===== src/rtl/opbyp_pkg.sv =====
package opbyp_pkg;

   typedef enum logic [1:0] {
      SEL_REGFILE  = 2'd0,
      SEL_ALU_LOOP = 2'd1,
      SEL_FINAL    = 2'd2
   } opsel_e;

   localparam int unsigned NUM_SRC   = 2;
   localparam int unsigned HIST_SLOT = 2;

endpackage


===== src/rtl/opbyp_history.sv =====
module opbyp_history #(
   parameter int unsigned AW    = 5,
   parameter int unsigned DEPTH = 2
) (
   input  logic          clk,
   input  logic          rst_n,
   input  logic          push_wr,
   input  logic [AW-1:0] push_dst,
   input  logic          push_ld,
   output logic          slot_wr  [DEPTH],
   output logic [AW-1:0] slot_dst [DEPTH],
   output logic          slot_ld  [DEPTH]
);

   if (DEPTH < 2) begin : g_depth_bad
      $error("opbyp_history: DEPTH must be at least 2");
   end
   if (AW < 1) begin : g_aw_bad
      $error("opbyp_history: AW must be at least 1");
   end

   // slot 0 is one ahead of operand fetch, slot 1 two ahead
   for (genvar k = 0; k < DEPTH; k++) begin : g_slot
      if (k == 0) begin : g_head
         always_ff @(posedge clk or negedge rst_n) begin
            if (!rst_n) begin
               slot_wr[k]  <= 1'b0;
               slot_dst[k] <= '0;
               slot_ld[k]  <= 1'b0;
            end else begin
               slot_wr[k]  <= push_wr;
               slot_dst[k] <= push_dst;
               slot_ld[k]  <= push_ld & push_wr;
            end
         end
      end else begin : g_tail
         always_ff @(posedge clk or negedge rst_n) begin
            if (!rst_n) begin
               slot_wr[k]  <= 1'b0;
               slot_dst[k] <= '0;
               slot_ld[k]  <= 1'b0;
            end else begin
               slot_wr[k]  <= slot_wr[k-1];
               slot_dst[k] <= slot_dst[k-1];
               slot_ld[k]  <= slot_ld[k-1];
            end
         end
      end
   end


   property p_shift;
      @(posedge clk) disable iff (!rst_n)
         1'b1 |=> (slot_wr[1] == $past(slot_wr[0]));
   endproperty
   slot_shift_chk: assert property (p_shift);


   property p_ld_needs_wr;
      @(posedge clk) disable iff (!rst_n)
         slot_ld[0] |-> slot_wr[0];
   endproperty
   load_implies_write_chk: assert property (p_ld_needs_wr);

endmodule


===== src/rtl/opbyp_match.sv =====
module opbyp_match
   import opbyp_pkg::*;
#(
   parameter int unsigned AW        = 5,
   parameter int unsigned DEPTH     = 2,
   parameter bit          ZERO_HARD = 1'b1
) (
   input  logic          src_en,
   input  logic [AW-1:0] src,
   input  logic          is_move,
   input  logic          slot_wr  [DEPTH],
   input  logic [AW-1:0] slot_dst [DEPTH],
   input  logic          slot_ld  [DEPTH],
   output opsel_e        sel_nxt,
   output logic          pass_nxt,
   output logic          need_stall
);

   logic src_live;
   logic hit_near;
   logic hit_far;

   if (ZERO_HARD) begin : g_zero_hard
      assign src_live = src_en & (src != '0);
   end else begin : g_zero_soft
      assign src_live = src_en;
   end

   assign hit_near = src_live & slot_wr[0] & (slot_dst[0] == src);
   assign hit_far  = src_live & slot_wr[1] & (slot_dst[1] == src);

   always_comb begin
      sel_nxt    = SEL_REGFILE;
      pass_nxt   = 1'b0;
      need_stall = 1'b0;
      if (hit_near) begin
         if (!slot_ld[0]) begin
            sel_nxt = SEL_ALU_LOOP;
         end else if (is_move) begin
            pass_nxt = 1'b1;
         end else begin
            need_stall = 1'b1;
         end
      end else if (hit_far) begin
         sel_nxt = SEL_FINAL;
      end
   end


   always_comb begin
      pass_excl_stall_chk: assert (!(pass_nxt && need_stall));
   end

endmodule


===== src/rtl/opnd_bypass_ilk.sv =====
module opnd_bypass_ilk
   import opbyp_pkg::*;
#(
   parameter int unsigned AW        = 5,
   parameter bit          ZERO_HARD = 1'b1
) (
   input  logic          clk,
   input  logic          rst_n,
   input  logic          id_valid,
   input  logic [AW-1:0] id_src_a,
   input  logic          id_src_a_en,
   input  logic [AW-1:0] id_src_b,
   input  logic          id_src_b_en,
   input  logic [AW-1:0] id_dst,
   input  logic          id_dst_we,
   input  logic          id_is_load,
   input  logic          id_is_move,
   output logic          stall_o,
   output logic [1:0]    ex_sel_a,
   output logic [1:0]    ex_sel_b,
   output logic          ex_pass_a,
   output logic          ex_pass_b
);

   localparam int unsigned DEPTH = HIST_SLOT;
   localparam int unsigned NS    = NUM_SRC;

   if (AW < 1 || AW > 16) begin : g_aw_bad
      $error("opnd_bypass_ilk: AW out of range");
   end

   logic          slot_wr  [DEPTH];
   logic [AW-1:0] slot_dst [DEPTH];
   logic          slot_ld  [DEPTH];

   logic [AW-1:0] src_v  [NS];
   logic          src_e  [NS];
   opsel_e        sel_n  [NS];
   logic          pass_n [NS];
   logic [NS-1:0] stall_v;
   opsel_e        sel_q  [NS];
   logic          pass_q [NS];
   logic          stall_w;
   logic          accept;

   assign src_v[0] = id_src_a;
   assign src_v[1] = id_src_b;
   assign src_e[0] = id_src_a_en;
   assign src_e[1] = id_src_b_en;

   for (genvar s = 0; s < NS; s++) begin : g_src
      opbyp_match #(
         .AW        (AW),
         .DEPTH     (DEPTH),
         .ZERO_HARD (ZERO_HARD)
      ) i_match (
         .src_en     (src_e[s]),
         .src        (src_v[s]),
         .is_move    (id_is_move),
         .slot_wr    (slot_wr),
         .slot_dst   (slot_dst),
         .slot_ld    (slot_ld),
         .sel_nxt    (sel_n[s]),
         .pass_nxt   (pass_n[s]),
         .need_stall (stall_v[s])
      );

      always_ff @(posedge clk or negedge rst_n) begin
         if (!rst_n) begin
            sel_q[s]  <= SEL_REGFILE;
            pass_q[s] <= 1'b0;
         end else if (accept) begin
            sel_q[s]  <= sel_n[s];
            pass_q[s] <= pass_n[s];
         end else begin
            sel_q[s]  <= SEL_REGFILE;
            pass_q[s] <= 1'b0;
         end
      end
   end

   assign stall_w = id_valid & (|stall_v);
   assign accept  = id_valid & ~stall_w;

   opbyp_history #(
      .AW    (AW),
      .DEPTH (DEPTH)
   ) i_hist (
      .clk      (clk),
      .rst_n    (rst_n),
      .push_wr  (accept & id_dst_we),
      .push_dst (id_dst),
      .push_ld  (id_is_load),
      .slot_wr  (slot_wr),
      .slot_dst (slot_dst),
      .slot_ld  (slot_ld)
   );

   assign stall_o   = stall_w;
   assign ex_sel_a  = sel_q[0];
   assign ex_sel_b  = sel_q[1];
   assign ex_pass_a = pass_q[0];
   assign ex_pass_b = pass_q[1];


   property p_single_stall;
      @(posedge clk) disable iff (!rst_n)
         stall_o |=> !stall_o;
   endproperty
   single_stall_chk: assert property (p_single_stall);


   property p_bubble;
      @(posedge clk) disable iff (!rst_n)
         stall_o |=> (ex_sel_a == 2'd0 && ex_sel_b == 2'd0 && !ex_pass_a && !ex_pass_b);
   endproperty
   bubble_out_chk: assert property (p_bubble);


   property p_idle;
      @(posedge clk) disable iff (!rst_n)
         !id_valid |-> !stall_o;
   endproperty
   idle_no_stall_chk: assert property (p_idle);


   property p_pass_sel;
      @(posedge clk) disable iff (!rst_n)
         (ex_pass_a |-> ex_sel_a == 2'd0) and (ex_pass_b |-> ex_sel_b == 2'd0);
   endproperty
   pass_sel_zero_chk: assert property (p_pass_sel);


   property p_sel_legal;
      @(posedge clk) disable iff (!rst_n)
         (ex_sel_a != 2'd3) && (ex_sel_b != 2'd3);
   endproperty
   sel_legal_chk: assert property (p_sel_legal);

endmodule


===== config.mk =====
export PLATFORM = sky130hd
export DESIGN_NAME = opnd_bypass_ilk
export DESIGN_NICKNAME = d
export VERILOG_FILES = /design/src/rtl/opbyp_pkg.sv /design/src/rtl/opbyp_history.sv /design/src/rtl/opbyp_match.sv /design/src/rtl/opnd_bypass_ilk.sv
export SDC_FILE = /design/constraint.sdc
export NUM_CORES = 1
export LEC_CHECK = 0
export BUFFER_PORTS_ARGS = -buffer_cell sky130_fd_sc_hd__clkbuf_2
export CORE_ASPECT_RATIO = 1.5
export CORE_UTILIZATION = 43
export DETAILED_ROUTE_END_ITERATION = 16
export PLACE_DENSITY_LB_ADDON = 0.15
export SLEW_MARGIN = 30
export SYNTH_ARGS = -nofsm -noshare
export SYNTH_HDL_FRONTEND = slang
export SYNTH_SLANG_ARGS = --single-unit

===== constraint.sdc =====
create_clock -name clk -period 1.6 [get_ports clk]
set_input_delay 0.16 -clock clk [delete_from_list [all_inputs] [get_ports clk]]
set_output_delay 0.16 -clock clk [all_outputs]
set_load 0.05 [all_outputs]

# Word-level counts from Yosys, hierarchy flattened
# Cells that the tools add are included.
# W data, S select, Z words.
# totals
regBits	19
input_bits	23
# classes
eq_ne	4
mux	17
n_bitwise	15
reduce_logical	3
# op_table
cell	n
$eq A5 B5 Y1	4
$and A1 B1 Y1	14
$mux W2	6
$mux W1	11
$reduce_bool A5 Y1	2
$reduce_or A2 Y1	1
$not A1 Y1	1

# Depth between registers and ports, before layout
# Gate-level depths: netlist of the first run.
# depth
word_depth	11
ltp_mapped	5
depth_no_buf	5

# Modules after synthesis
# Synthesis of the first run repeated with hierarchy kept, for this count alone.
# unflattened
hier_cells	73
hier_area_um2	962.2
# modules_own_cells
mod	instances	cells_per_inst	area_per_inst_um2
opbyp_match	2	22	180.2
opbyp_history	1	15	356.6
opnd_bypass_ilk	1	14	245.2

# Worst setup path before layout of the first run
# OpenSTA, ideal clock, no wires.
# synth_path
path_type	register -> output
start	register i_hist.slot_dst[7] (netlist name)
end	output port stall_o
t_arrival_ns	1.748
required_ns	1.440
slack_ns	-0.308
path_stages_with_launch	6
path_buffers	0
cell_sequence	dfrtp_1 > xor2_1 > nor4_1 > nand4b_2 > a21oi_1 > and2_1
# synth_between
elab_chain_len	5
elab_cells_between_ends	8
# synth_rtl
element	line	source
from (decl)	opbyp_history.sv:11	output logic [AW-1:0] slot_dst [DEPTH],
from (signal, indexed assignment)	opbyp_history.sv:32	slot_dst[k] <= push_dst;
$eq A5 B5 Y1	opbyp_match.sv:29	assign hit_near = src_live & slot_wr[0] & (slot_dst[0] == src);
$and A1 B1 Y1	opbyp_match.sv:29	
$mux W1	opbyp_match.sv:36	if (hit_near) begin
$reduce_or A2 Y1 *	opnd_bypass_ilk.sv:82	assign stall_w = id_valid & (|stall_v);
$and A1 B1 Y1 *	opnd_bypass_ilk.sv:82	
to (decl)	opnd_bypass_ilk.sv:18	output logic stall_o,
# Every way passes the cells marked *; elsewhere a longest branch is shown, timed or not.

# Worst setup path after layout of the first run
# Same ends and word-level chain as after synthesis.

==> impl_metrics.prom, run 1 <==
# TYPE chip_impl_metric gauge
chip_impl_info{name="critical_path.startpoint_type",value="flip-flop"} 1
chip_impl_metric{name="std_cell_rows",unit=""} 19
chip_impl_info{name="violations_in_the_final_reports",value="negative setup slack"} 1
chip_impl_metric{name="first_pass_iters",unit=""} 2
chip_impl_metric{name="routed_wirelength",unit="mm"} 1.87
chip_impl_metric{name="global_route.usage.total",unit="%"} 21.3
chip_impl_metric{name="switching_power",unit="W"} 0.000232
chip_impl_info{name="tritoncts",value="done"} 1
chip_impl_metric{name="synth_fa_ha_area_share",unit="%"} 0
chip_impl_metric{name="post_synth_instance_area",unit="sq um"} 852
chip_impl_metric{name="internal-power",unit="W"} 0.000676
chip_impl_info{name="clk_root_buffer_cell",value="sky130_fd_sc_hd__clkbuf_4"} 1
chip_impl_metric{name="crit_path_max_fanout",unit=""} 3
chip_impl_metric{name="number_of_nets_in_the_layout",unit=""} 147
chip_impl_metric{name="syn-instance-count",unit=""} 67
chip_impl_metric{name="synth_compound_area_share",unit="%"} 2.64
chip_impl_metric{name="chipHeight",unit="um"} 56.5
chip_impl_metric{name="floorplan.initialDensity",unit="%"} 46.0
chip_impl_info{name="outcome",value="finished, violations left"} 1
chip_impl_info{name="criticalPathCategory",value="reg -> out"} 1
chip_impl_metric{name="setup_viol",unit=""} 1
chip_impl_metric{name="antenna_violating_nets_post_route",unit=""} 0
chip_impl_metric{name="leakage",unit="nW"} 0.629
chip_impl_metric{name="muxShareOfSynthArea",unit="%"} 0
chip_impl_metric{name="clock_sinks",unit=""} 19
chip_impl_metric{name="synth_nets",unit=""} 90
chip_impl_info{name="synth_top_family_by_area",value="simple AND/OR/NAND/NOR gates"} 1
chip_impl_metric{name="antenna_found_initial",unit=""} 0
chip_impl_metric{name="pre_cts_slack",unit="ns"} -0.250
chip_impl_metric{name="powerDensity",unit="nW/um^2"} 706
chip_impl_metric{name="post_dp_cell_area",unit="sq um"} 1140
chip_impl_metric{name="basic_gate_share_of_the_synthesized_area_counting_and_or_nand_and_nor_cells",unit="%"} 21.0
chip_impl_metric{name="port_buffers",unit=""} 29
chip_impl_info{name="cp-end-kind",value="output pin"} 1
chip_impl_metric{name="grt_first_pass_wirelength",unit="mm"} 3.17
chip_impl_metric{name="core",unit="sq um"} 1850
chip_impl_metric{name="post_synth_xor_area_fraction",unit="%"} 20.6
chip_impl_metric{name="die_area",unit="sq um"} 2170
chip_impl_metric{name="clock_transition_time_at_the_flip_flop_clock_pins_of_the_worst_setup_and_hold_paths",unit="ns"} 0.11
chip_impl_metric{name="maximum_level_of_the_cts_h_tree",unit=""} 1
chip_impl_metric{name="post_synth_num_cell_types",unit=""} 16
chip_impl_metric{name="final_area",unit="sq um"} 1280
chip_impl_metric{name="layout.cells.non_filler",unit=""} 144
chip_impl_metric{name="insertedDiodeCount",unit=""} 0
chip_impl_metric{name="relative_slew_slack",unit="%"} 66.9
chip_impl_metric{name="hpwl_after_dpl",unit="mm"} 1.41
chip_impl_metric{name="clkLatencyLatePin",unit="ns"} 0.30
chip_impl_metric{name="comb_power_share",unit="%"} 16.5
chip_impl_metric{name="power.share.clock",unit="%"} 26.9
chip_impl_metric{name="post_drt_wl_per_cell",unit="um"} 13.0
chip_impl_metric{name="grt_start_max_net_pins",unit=""} 20
chip_impl_metric{name="setup_ws",unit="ns"} -0.386
chip_impl_metric{name="vias_in_the_first_global_route",unit=""} 780
chip_impl_metric{name="yosys_warnings",unit=""} 0
chip_impl_metric{name="drtIter0Drc",unit=""} 6
chip_impl_metric{name="ys_seq_area_share",unit="%"} 55.8
chip_impl_metric{name="io_count",unit=""} 30
chip_impl_metric{name="post_route_cells_drive_above_1_share",unit="%"} 50.4
chip_impl_info{name="min_path_type",value="in -> reg"} 1
chip_impl_metric{name="mean_area_per_synthesized_cell",unit="sq um"} 12.7
chip_impl_metric{name="max_freq",unit="MHz"} 503
chip_impl_metric{name="worst_ep_arrival_time",unit="ns"} 1.83
chip_impl_metric{name="cap_violations",unit=""} 0
chip_impl_metric{name="fin_crit_sh",unit="%"} 124
chip_impl_metric{name="transition_time_at_the_pin_with_the_least_slew_margin",unit="ns"} 0.496
chip_impl_metric{name="synth-seq-cells",unit=""} 19
chip_impl_metric{name="tritoncts.num_buffers",unit=""} 3
chip_impl_metric{name="syn_to_final_growth",unit="%"} 50.8
chip_impl_metric{name="leftover_overflow_at_the_end_of_global_routing",unit=""} 0
chip_impl_metric{name="fin_skew",unit="ns"} 0.00196
chip_impl_metric{name="finalWorstPathRequiredPeriod",unit="ns"} 1.99
chip_impl_info{name="rsz0062_at_grt",value="true"} 1
chip_impl_metric{name="sw_share",unit="%"} 25.5
chip_impl_metric{name="maxSlewViolCount",unit=""} 0
chip_impl_metric{name="ctsLongestPathBuffers",unit=""} 2
chip_impl_metric{name="placedCellCount",unit=""} 132
chip_impl_metric{name="gpl.final_weighted_congestion",unit=""} 0.774
chip_impl_metric{name="endpoint_required_time_on_the_critical_path",unit="ns"} 1.44
chip_impl_metric{name="drc_errors",unit=""} 0
chip_impl_metric{name="via_count",unit=""} 718
chip_impl_metric{name="final_hold_vio_count",unit=""} 0
chip_impl_metric{name="drt-vias-per-instance",unit=""} 4.99
chip_impl_metric{name="dieWidth",unit="um"} 38.3
chip_impl_metric{name="p_seq_share",unit="%"} 56.5
chip_impl_metric{name="max-vdd-ir-drop",unit="uV"} 571
chip_impl_metric{name="final.fill_count",unit=""} 150
## power by group through the flow
stage	logic [W]	registers [W]	clock network [W]
5_1_grt	0.000164	0.000515	0.000262
6_report	0.000150	0.000513	0.000244
3_5_place_dp	0.000133	0.000522	0
4_1_cts	0.000149	0.000513	0.000249
2_1_floorplan	0.0000494	0.000520	0
3_3_place_gp	0.000132	0.000522	0
## state kept, by name (all words and copies together) (netlist names)
| name | cells |
|---|---|
| ex_sel_b | 2 |
| i_hist.slot_dst | 10 |
| ex_pass_b | 1 |
| i_hist.slot_wr | 2 |
| i_hist.slot_ld | 1 |
| ex_pass_a | 1 |
| ex_sel_a | 2 |
## kinds of logic after synthesis
| logic type | after synthesis |
|---|---|
| AO/OA/AOI/OAI | 3 |
| XOR/XNOR | 20 |
| flip-flops | 19 |
| AND/OR/NAND/NOR | 25 |
## layer usage
layer	up-vias	track usage, %	routed length (um)
li1	345	-	-
met1	340	21.8	690
met2	26	38.5	1060
met3	7	2.77	61
met4	0	11.8	55
met5	-	0	0
## Yosys cell counts, drive strengths merged
| master | instances | area share (%) |
|---|---|---|
| nand2 | 1 | 0.44 |
| nand3 | 1 | 0.59 |
| nor2 | 7 | 3.1 |
| nor3b | 1 | 1.5 |
| xnor2 | 4 | 4.1 |
| dfrtp | 19 | 56 |
| nor4 | 4 | 2.9 |
| o21ai | 2 | 2.1 |
| and2 | 1 | 0.73 |
| nand4 | 2 | 1.5 |
| nand2b | 2 | 1.5 |
| xor2 | 16 | 16 |
| a21oi | 1 | 0.59 |
| or4 | 2 | 1.8 |
| nor4b | 2 | 3.5 |
| nand4b | 2 | 3.5 |
## stage by stage
step / util, % / total power (W) / hold slack, ns / setup TNS [ns]
global placement: 61.6 / 0.000653 / 0.134 / -0.281
floorplan: - / 0.000569 / -0.136 / -0.0577
global route: 69.3 / 0.000942 / 0.0957 / -0.737
CTS: 71.1 / 0.000911 / 0.0935 / -0.941
detailed placement: 61.6 / 0.000655 / 0.142 / -0.285
finish: 69.3 / 0.000908 / 0.0984 / -0.386
## worst paths after layout
kind | startpoint | endpoint | slack, ns | depth (start not counted)
max | i_hist.slot_dst[7]$_DFF_PN0_ | stall_o | -0.39 | 6
min | id_is_load | i_hist.slot_ld[1]$_DFF_PN0_ | 0.1 | 2
max reg2reg | i_hist.slot_dst[7]$_DFF_PN0_ | i_hist.slot_ld[1]$_DFF_PN0_ | 0.05 | 7
min reg2reg | i_hist.slot_dst[6]$_DFF_PN0_ | i_hist.slot_dst[1]$_DFF_PN0_ | 0.44 | 0
max in group asynchronous | rst_n | i_hist.slot_dst[3]$_DFF_PN0_ | 0.92 | 2
min in group asynchronous | rst_n | ex_sel_a[1]$_DFF_PN0_ | 0.35 | 2
## critical path, cell delays in order (launching register included)
cell and delay (ns):
sky130_fd_sc_hd__dfrtp_1 0.42, sky130_fd_sc_hd__xor2_1 0.17, sky130_fd_sc_hd__nor4_2 0.30, sky130_fd_sc_hd__nand4b_2 0.16, sky130_fd_sc_hd__a21oi_2 0.16, sky130_fd_sc_hd__and2_4 0.16, sky130_fd_sc_hd__clkbuf_16 0.15
## cell usage in the layout (no fill, tap or decap), drive strengths merged
| master | n |
|---|---|
| a21oi | 1 |
| and2 | 1 |
| buf | 17 |
| clkbuf | 33 |
| dfrtp | 19 |
| dlygate4sd3 | 6 |
| nand2 | 1 |
| nand2b | 2 |
| nand3 | 1 |
| nand4 | 2 |
| nand4b | 2 |
| nor2 | 7 |
| nor3b | 1 |
| nor4 | 4 |
| nor4b | 2 |
| o21ai | 2 |
| or4 | 2 |
| xnor2 | 4 |
| xor2 | 16 |
## area by class of cell
| class | instances | area (sq um) | area share, % |
|---|---|---|---|
| Sequential cell | 19 | 475 | 37.0 |
| Multi-Input combinational cell | 48 | 400 | 31.2 |
| Timing Repair Buffer | 52 | 357 | 27.8 |
| Clock buffer | 4 | 26.3 | 2.04 |
| Tap cell | 21 | 26.3 | 2.04 |
## what timing repair did
action | CTS | global route
pin swaps | 4 | 1
setup buffers | 5 | 2
endpoints found under the hold margin | 24 | 0
resized for setup | 10 | 2
setup endpoints to repair | 2 | 5
hold buffers | 6 | 0
No activity file was read; power rests on OpenSTA's default activity.
==> inputs of run 2 (changes only) <==
- CORE_ASPECT_RATIO: 1.5 -> 0.8
- CORE_UTILIZATION: 43 -> 44
- SYNTH_HIERARCHICAL: default -> 1
==> run 2 against run 1 <==
The run still ends with negative setup slack left. Sequential cell count unchanged. Clock power rose by 6%. Cell count up 5.6%. Largest power group unchanged. Cell area is 10% higher. Synthesized cell count increased by 7.5%. Combinational power is 13% higher. Critical path depth stayed put. Register-to-register slack worse by 0.39 ns.
==> impl_metrics.prom, run 2 <==
# TYPE chip_impl_metric gauge
chip_impl_metric{name="final_hold_vio_count",unit=""} 0
chip_impl_metric{name="post_synth_instance_area",unit="sq um"} 937
chip_impl_metric{name="chipHeight",unit="um"} 43.3
chip_impl_metric{name="dieWidth",unit="um"} 53.6
chip_impl_metric{name="antenna_found_initial",unit=""} 0
chip_impl_metric{name="syn-instance-count",unit=""} 72
chip_impl_info{name="rsz0062_at_grt",value="true"} 1
chip_impl_info{name="cp-end-kind",value="output pin"} 1
chip_impl_metric{name="power.share.clock",unit="%"} 27.5
chip_impl_metric{name="maxSlewViolCount",unit=""} 0
chip_impl_info{name="register_bank_with_the_most_flops",value="i_hist/slot_dst"} 1
chip_impl_metric{name="worst_ep_arrival_time",unit="ns"} 1.94
chip_impl_metric{name="cap_violations",unit=""} 0
chip_impl_info{name="critical_path.startpoint_type",value="flip-flop"} 1
chip_impl_metric{name="vias_in_the_first_global_route",unit=""} 766
chip_impl_metric{name="crit_path_max_fanout",unit=""} 3
chip_impl_metric{name="clock_sinks",unit=""} 19
chip_impl_info{name="outcome",value="finished, violations left"} 1
chip_impl_metric{name="drtIter0Drc",unit=""} 3
chip_impl_metric{name="layout.cells.non_filler",unit=""} 152
chip_impl_metric{name="finalWorstPathRequiredPeriod",unit="ns"} 2.10
chip_impl_metric{name="post_drt_wl_per_cell",unit="um"} 13.4
chip_impl_info{name="r2r-start",value="i_hist/slot_dst[8]$_DFF_PN0_"} 1
chip_impl_metric{name="die_area",unit="sq um"} 2320
chip_impl_metric{name="mean_area_per_synthesized_cell",unit="sq um"} 13.0
chip_impl_metric{name="fin_skew",unit="ns"} 0.00225
chip_impl_metric{name="switching_power",unit="W"} 0.000256
chip_impl_metric{name="hpwl_after_dpl",unit="mm"} 1.54
chip_impl_metric{name="regArea",unit="sq um"} 478
chip_impl_metric{name="total_power_consumption_of_the_routed_design",unit="W"} 0.000944
chip_impl_metric{name="area_of_the_multi_input_gates",unit="sq um"} 533
chip_impl_metric{name="sw_share",unit="%"} 27.1
chip_impl_metric{name="drc_errors",unit=""} 0
chip_impl_metric{name="endpoint_required_time_on_the_critical_path",unit="ns"} 1.44
chip_impl_metric{name="syn_to_final_growth",unit="%"} 51.4
chip_impl_metric{name="fin_crit_sh",unit="%"} 131
chip_impl_metric{name="max_freq",unit="MHz"} 476
chip_impl_metric{name="clkLatencyLatePin",unit="ns"} 0.31
chip_impl_metric{name="floorplan.initialDensity",unit="%"} 48.2
chip_impl_metric{name="leftover_overflow_at_the_end_of_global_routing",unit=""} 0
chip_impl_metric{name="final_area",unit="sq um"} 1420
chip_impl_info{name="clk_root_buffer_cell",value="sky130_fd_sc_hd__clkbuf_4"} 1
chip_impl_metric{name="gpl.final_weighted_congestion",unit=""} 0.941
chip_impl_metric{name="p_seq_share",unit="%"} 54.6
chip_impl_metric{name="std_cell_rows",unit=""} 14
chip_impl_info{name="hp-start",value="id_is_load"} 1
chip_impl_metric{name="placedCellCount",unit=""} 139
chip_impl_metric{name="setup_viol",unit=""} 9
chip_impl_info{name="cp_launch_point",value="i_hist/slot_dst[6]$_DFF_PN0_"} 1
chip_impl_metric{name="comb_power_share",unit="%"} 17.9
chip_impl_metric{name="post_route_cells_drive_above_1_share",unit="%"} 60.2
chip_impl_metric{name="internal-power",unit="W"} 0.000687
chip_impl_metric{name="flip_flop_count_of_the_largest_register_after_layout",unit=""} 10
chip_impl_metric{name="ctsLongestPathBuffers",unit=""} 2
chip_impl_metric{name="insertedDiodeCount",unit=""} 0
chip_impl_metric{name="port_buffers",unit=""} 29
chip_impl_metric{name="core",unit="sq um"} 1940
chip_impl_metric{name="fin_tns_setup",unit="ns"} -2.66
chip_impl_info{name="most-common-layout-cells",value="28 x sky130_fd_sc_hd__clkbuf_2, 17 x sky130_fd_sc_hd__dfrtp_1, 17 x sky130_fd_sc_hd__buf_4, 8 x sky130_fd_sc_hd__xor2_1"} 1
chip_impl_metric{name="post_dp_cell_area",unit="sq um"} 1240
chip_impl_metric{name="io_count",unit=""} 30
chip_impl_metric{name="final.fill_count",unit=""} 136
chip_impl_metric{name="clock_transition_time_at_the_flip_flop_clock_pins_of_the_worst_setup_and_hold_paths",unit="ns"} 0.11
chip_impl_metric{name="drt-vias-per-instance",unit=""} 5.01
chip_impl_metric{name="yosys_warnings",unit=""} 6
chip_impl_metric{name="relative_slew_slack",unit="%"} 69.3
chip_impl_metric{name="antenna_violating_nets_post_route",unit=""} 0
chip_impl_metric{name="grt_first_pass_wirelength",unit="mm"} 3.46
chip_impl_metric{name="r2r_setup_slack",unit="ns"} -0.34
chip_impl_metric{name="leakage",unit="nW"} 0.674
chip_impl_metric{name="pre_cts_slack",unit="ns"} -0.350
chip_impl_info{name="criticalPathCategory",value="reg -> out"} 1
chip_impl_metric{name="maximum_level_of_the_cts_h_tree",unit=""} 1
chip_impl_info{name="tritoncts",value="done"} 1
chip_impl_info{name="layout_commonest_cell",value="sky130_fd_sc_hd__clkbuf_2"} 1
chip_impl_info{name="violations_in_the_final_reports",value="negative setup slack"} 1
chip_impl_metric{name="max-vdd-ir-drop",unit="uV"} 483
chip_impl_metric{name="number_of_nets_in_the_layout",unit=""} 152
chip_impl_metric{name="setup_ws",unit="ns"} -0.502
chip_impl_metric{name="routed_wirelength",unit="mm"} 2.04
chip_impl_metric{name="grt_start_max_net_pins",unit=""} 20
chip_impl_metric{name="powerDensity",unit="nW/um^2"} 665
chip_impl_metric{name="transition_time_at_the_pin_with_the_least_slew_margin",unit="ns"} 0.461
chip_impl_metric{name="tritoncts.num_buffers",unit=""} 3
chip_impl_metric{name="via_count",unit=""} 762
chip_impl_metric{name="synth_nets",unit=""} 95
chip_impl_metric{name="global_route.usage.total",unit="%"} 21.4
chip_impl_info{name="min_path_type",value="in -> reg"} 1
chip_impl_metric{name="first_pass_iters",unit=""} 3
run 2: repair_timing:
item,in CTS,in global routing
hold buffers,6,0
hold endpoints to repair,24,0
gates resized for setup,4,7
setup endpoints to repair,9,9
setup buffers,2,1
pin swaps,5,2
run 2: power by group through the flow:
| stage | sequential [W] | combinational [W] | clock [W] |
|---|---|---|---|
| 6_report | 0.000516 | 0.000169 | 0.000259 |
| 5_1_grt | 0.000519 | 0.000182 | 0.000295 |
| 4_1_cts | 0.000513 | 0.000158 | 0.000267 |
| 3_5_place_dp | 0.000523 | 0.000143 | 0 |
| 3_3_place_gp | 0.000521 | 0.000141 | 0 |
| 2_1_floorplan | 0.000520 | 0.0000564 | 0 |
run 2: layout make-up:
| type | instances | share of cell area (%) |
|---|---|---|
| multi-input combinational | 53 | 37.6 |
| sequential | 19 | 33.7 |
| timing repair buffer | 52 | 24.5 |
| tap | 24 | 2.12 |
| clock buffer | 3 | 1.59 |
| clock inverter | 1 | 0.529 |
run 2: layer usage:
metal | vias to the layer above | global-route usage (%) | wire length [um]
met1 | 367 | 32.0 | 1020
li1 | 378 | - | -
met2 | 17 | 29.5 | 932
met4 | 0 | 5.79 | 0
met5 | - | 0 | 0
met3 | 0 | 6.45 | 85
run 2: worst max-delay path, cell delays in order (launching register included):
cell,delay [ns]
sky130_fd_sc_hd__dfrtp_1,0.45
sky130_fd_sc_hd__xnor2_1,0.16
sky130_fd_sc_hd__nand4_1,0.14
sky130_fd_sc_hd__or3_4,0.37
sky130_fd_sc_hd__nor3b_4,0.20
sky130_fd_sc_hd__o21a_2,0.18
sky130_fd_sc_hd__buf_12,0.13
run 2: per-stage QoR:
step	hold slack, ns	util (%)
2_1_floorplan	-0.136	-
3_3_place_gp	0.136	64.0
3_5_place_dp	0.137	64.0
4_1_cts	0.0534	70.5
5_1_grt	0.0325	73.0
6_report	0.0663	73.0
run 2: path summary, 6_finish.rpt:
check / endpoint / depth (start not counted)
setup / recovery: stall_o / 6
hold / removal: i_hist/slot_ld[1]$_DFF_PN0_ / 2
setup reg to reg: i_hist/slot_ld[1]$_DFF_PN0_ / 7
hold reg to reg: i_hist/slot_wr[0]$_DFF_PN0_ / 0
max in group asynchronous: i_hist/slot_dst[8]$_DFF_PN0_ / 2
min in group asynchronous: i_hist/slot_dst[0]$_DFF_PN0_ / 2
==> inputs of run 3 (changes only) <==
- CORE_UTILIZATION: 44 -> 47
- CTS_BUF_LIST: default -> sky130_fd_sc_hd__clkbuf_8
==> run 3 against run 2 <==
The flow still finishes with violations (negative setup slack). Sequential cell count unchanged. Sequential share of layout area down 1.3 points. First-iteration DRC count rose to 3.7 times the previous value. Clock power up 34%. Register-to-register slack worse by 0.08 ns. Worst setup slack better by 0.053 ns. Combinational power up 4%. Core utilization up 5.3 points. Wire length up 15%. Clock-buffer cell count unchanged. Largest cell class unchanged. Largest power group unchanged. Highest routed layer is now met4.
==> impl_metrics.prom, run 3 (synthesized netlist as in run 2, its figures left out) <==
# TYPE chip_impl_metric gauge
chip_impl_info{name="outcome",value="finished, violations left"} 1
chip_impl_info{name="violations_in_the_final_reports",value="negative setup slack"} 1
chip_impl_metric{name="syn_to_final_growth",unit="%"} 56.6
chip_impl_metric{name="io_count",unit=""} 30
chip_impl_metric{name="via_count",unit=""} 813
chip_impl_metric{name="number_of_nets_in_the_layout",unit=""} 159
chip_impl_info{name="criticalPathCategory",value="reg -> out"} 1
chip_impl_metric{name="post_route_cells_drive_above_1_share",unit="%"} 57.0
chip_impl_metric{name="clock_sinks",unit=""} 19
chip_impl_metric{name="maxSlewViolCount",unit=""} 0
chip_impl_info{name="clk_root_buffer_cell",value="sky130_fd_sc_hd__clkbuf_8"} 1
chip_impl_metric{name="final_area",unit="sq um"} 1470
chip_impl_metric{name="max_freq",unit="MHz"} 488
chip_impl_metric{name="fin_crit_sh",unit="%"} 128
chip_impl_metric{name="routed_wirelength",unit="mm"} 2.35
chip_impl_info{name="tritoncts",value="done"} 1
chip_impl_metric{name="core",unit="sq um"} 1870
chip_impl_metric{name="global_route.usage.total",unit="%"} 25.9
chip_impl_metric{name="insertedDiodeCount",unit=""} 0
chip_impl_metric{name="finalWorstPathRequiredPeriod",unit="ns"} 2.05
chip_impl_metric{name="setup_viol",unit=""} 9
chip_impl_metric{name="transition_time_at_the_pin_with_the_least_slew_margin",unit="ns"} 0.475
chip_impl_metric{name="endpoint_required_time_on_the_critical_path",unit="ns"} 1.44
chip_impl_metric{name="final_hold_vio_count",unit=""} 0
chip_impl_metric{name="drtIter0Drc",unit=""} 11
chip_impl_info{name="rsz0062_at_grt",value="true"} 1
chip_impl_metric{name="antenna_violating_nets_post_route",unit=""} 0
chip_impl_metric{name="crit_path_max_fanout",unit=""} 3
chip_impl_metric{name="finish.utilization",unit="%"} 78.3
chip_impl_metric{name="worst_ep_arrival_time",unit="ns"} 1.89
chip_impl_metric{name="vias_in_the_first_global_route",unit=""} 881
chip_impl_info{name="most-common-layout-cells",value="28 x sky130_fd_sc_hd__clkbuf_2, 19 x sky130_fd_sc_hd__dfrtp_1, 18 x sky130_fd_sc_hd__buf_4, 12 x sky130_fd_sc_hd__xnor2_1, 8 x sky130_fd_sc_hd__xor2_1"} 1
chip_impl_metric{name="pre_cts_slack",unit="ns"} -0.346
chip_impl_info{name="min_path_type",value="in -> reg"} 1
chip_impl_metric{name="ctsLongestPathBuffers",unit=""} 2
chip_impl_metric{name="die_area",unit="sq um"} 2180
chip_impl_info{name="register_bank_with_the_most_flops",value="i_hist/slot_dst"} 1
chip_impl_metric{name="drt-vias-per-instance",unit=""} 5.11
chip_impl_metric{name="chipHeight",unit="um"} 41.9
chip_impl_metric{name="clock_transition_time_at_the_flip_flop_clock_pins_of_the_worst_setup_and_hold_paths",unit="ns"} 0.07
chip_impl_metric{name="total_power_consumption_of_the_routed_design",unit="W"} 0.00104
chip_impl_metric{name="drc_errors",unit=""} 0
chip_impl_metric{name="dieWidth",unit="um"} 51.9
chip_impl_metric{name="floorplan.initialDensity",unit="%"} 50.0
chip_impl_info{name="cp-end-kind",value="output pin"} 1
chip_impl_metric{name="fin_tns_setup",unit="ns"} -2.85
chip_impl_metric{name="antenna_found_initial",unit=""} 0
chip_impl_metric{name="maximum_level_of_the_cts_h_tree",unit=""} 1
chip_impl_metric{name="leakage",unit="nW"} 0.692
chip_impl_metric{name="port_buffers",unit=""} 29
chip_impl_metric{name="max-vdd-ir-drop",unit="uV"} 726
chip_impl_metric{name="cap_violations",unit=""} 0
chip_impl_metric{name="first_pass_iters",unit=""} 5
chip_impl_metric{name="grt_start_max_net_pins",unit=""} 20
chip_impl_metric{name="setup_ws",unit="ns"} -0.449
chip_impl_metric{name="gpl.final_weighted_congestion",unit=""} 0.868
chip_impl_metric{name="relative_slew_slack",unit="%"} 68.3
chip_impl_metric{name="grt_first_pass_wirelength",unit="mm"} 3.92
chip_impl_info{name="layout_commonest_cell",value="sky130_fd_sc_hd__clkbuf_2"} 1
chip_impl_metric{name="fin_skew",unit="ns"} 0.00322
chip_impl_metric{name="leftover_overflow_at_the_end_of_global_routing",unit=""} 0
chip_impl_metric{name="powerDensity",unit="nW/um^2"} 706
chip_impl_metric{name="clkLatencyLatePin",unit="ns"} 0.26
chip_impl_metric{name="post_dp_cell_area",unit="sq um"} 1240
chip_impl_metric{name="post_drt_wl_per_cell",unit="um"} 14.8
chip_impl_info{name="critical_path.startpoint_type",value="flip-flop"} 1
chip_impl_metric{name="hpwl_after_dpl",unit="mm"} 1.66
chip_impl_metric{name="flip_flop_count_of_the_largest_register_after_layout",unit=""} 10
chip_impl_metric{name="tritoncts.num_buffers",unit=""} 3
chip_impl_metric{name="std_cell_rows",unit=""} 14
==> run 3: changes by cell type in the layout (fill, tap and decap cells not counted), moves of 2 or more <==
cell	previous run	this run
sky130_fd_sc_hd__clkbuf_4	3	0
sky130_fd_sc_hd__buf_6	0	6
sky130_fd_sc_hd__dfrtp_2	2	0
sky130_fd_sc_hd__xnor2_2	5	0
sky130_fd_sc_hd__dfrtp_1	17	19
sky130_fd_sc_hd__clkbuf_8	0	3
sky130_fd_sc_hd__xnor2_1	7	12
==> run 3: worst paths after layout <==
check | slack [ns] | startpoint | end | cells past startpoint
min | 0.11 | id_is_load | i_hist/slot_ld[1]$_DFF_PN0_ | 2
min reg2reg | 0.43 | i_hist/slot_wr[1]$_DFF_PN0_ | i_hist/slot_wr[0]$_DFF_PN0_ | 0
max in group asynchronous | 0.90 | rst_n | i_hist/slot_dst[6]$_DFF_PN0_ | 2
max | -0.45 | i_hist/slot_dst[9]$_DFF_PN0_ | stall_o | 6
min in group asynchronous | 0.38 | rst_n | ex_sel_a[1]$_DFF_PN0_ | 2
max reg2reg | -0.42 | i_hist/slot_dst[9]$_DFF_PN0_ | i_hist/slot_ld[1]$_DFF_PN0_ | 8
==> run 3: critical path, cell delays in order, from the launching register on <==
cell	delay [ns]
sky130_fd_sc_hd__dfrtp_1	0.42
sky130_fd_sc_hd__xnor2_1	0.16
sky130_fd_sc_hd__nand4_1	0.13
sky130_fd_sc_hd__or3_4	0.38
sky130_fd_sc_hd__nor3b_4	0.21
sky130_fd_sc_hd__o21a_2	0.18
sky130_fd_sc_hd__buf_8	0.14
==> run 3: report_power, final <==
| group | internal, W | leakage, nW | total [W] | switching (W) |
|---|---|---|---|---|
| clock network | 0.000176 | 0.0217 | 0.000346 | 0.000170 |
| logic | 0.0000986 | 0.431 | 0.000176 | 0.0000774 |
| registers | 0.000497 | 0.240 | 0.000514 | 0.0000172 |
| total | 0.000771 | 0.692 | 0.00104 | 0.000265 |
==> run 3: repair_timing <==
| item | in CTS | in global routing |
|---|---|---|
| setup buffers | 8 | 2 |
| resized for setup | 12 | 2 |
| hold buffers | 6 | 0 |
| endpoints found under the hold margin | 24 | 0 |
| endpoints found under the setup margin | 9 | 9 |
| pin swaps | 9 | 5 |
==> run 3: stage by stage <==
step,hold slack [ns],instances
floorplan,-0.136,72
global placement,0.137,141
detailed placement,0.137,141
CTS,0.102,159
global route,0.108,159
finish,0.110,159
==> run 3: layout make-up <==
| class | count | area, sq um |
|---|---|---|
| Multi-Input combinational cell | 53 | 495 |
| Sequential cell | 19 | 475 |
| Timing Repair Buffer | 59 | 418 |
| Fill cell | 115 | 407 |
| Clock buffer | 3 | 41.3 |
| Tap cell | 24 | 30.0 |
| Clock inverter | 1 | 7.51 |
==> run 3: routing by layer <==
metal  vias to the layer above  global-route usage (%)  share of wire (%)
li1                        385                       -                  -
met1                       400                    33.6                 46
met2                        23                    41.8                 49
met3                         5                    7.33                4.0
met4                         0                    7.57                1.5
met5                         -                       0                  0
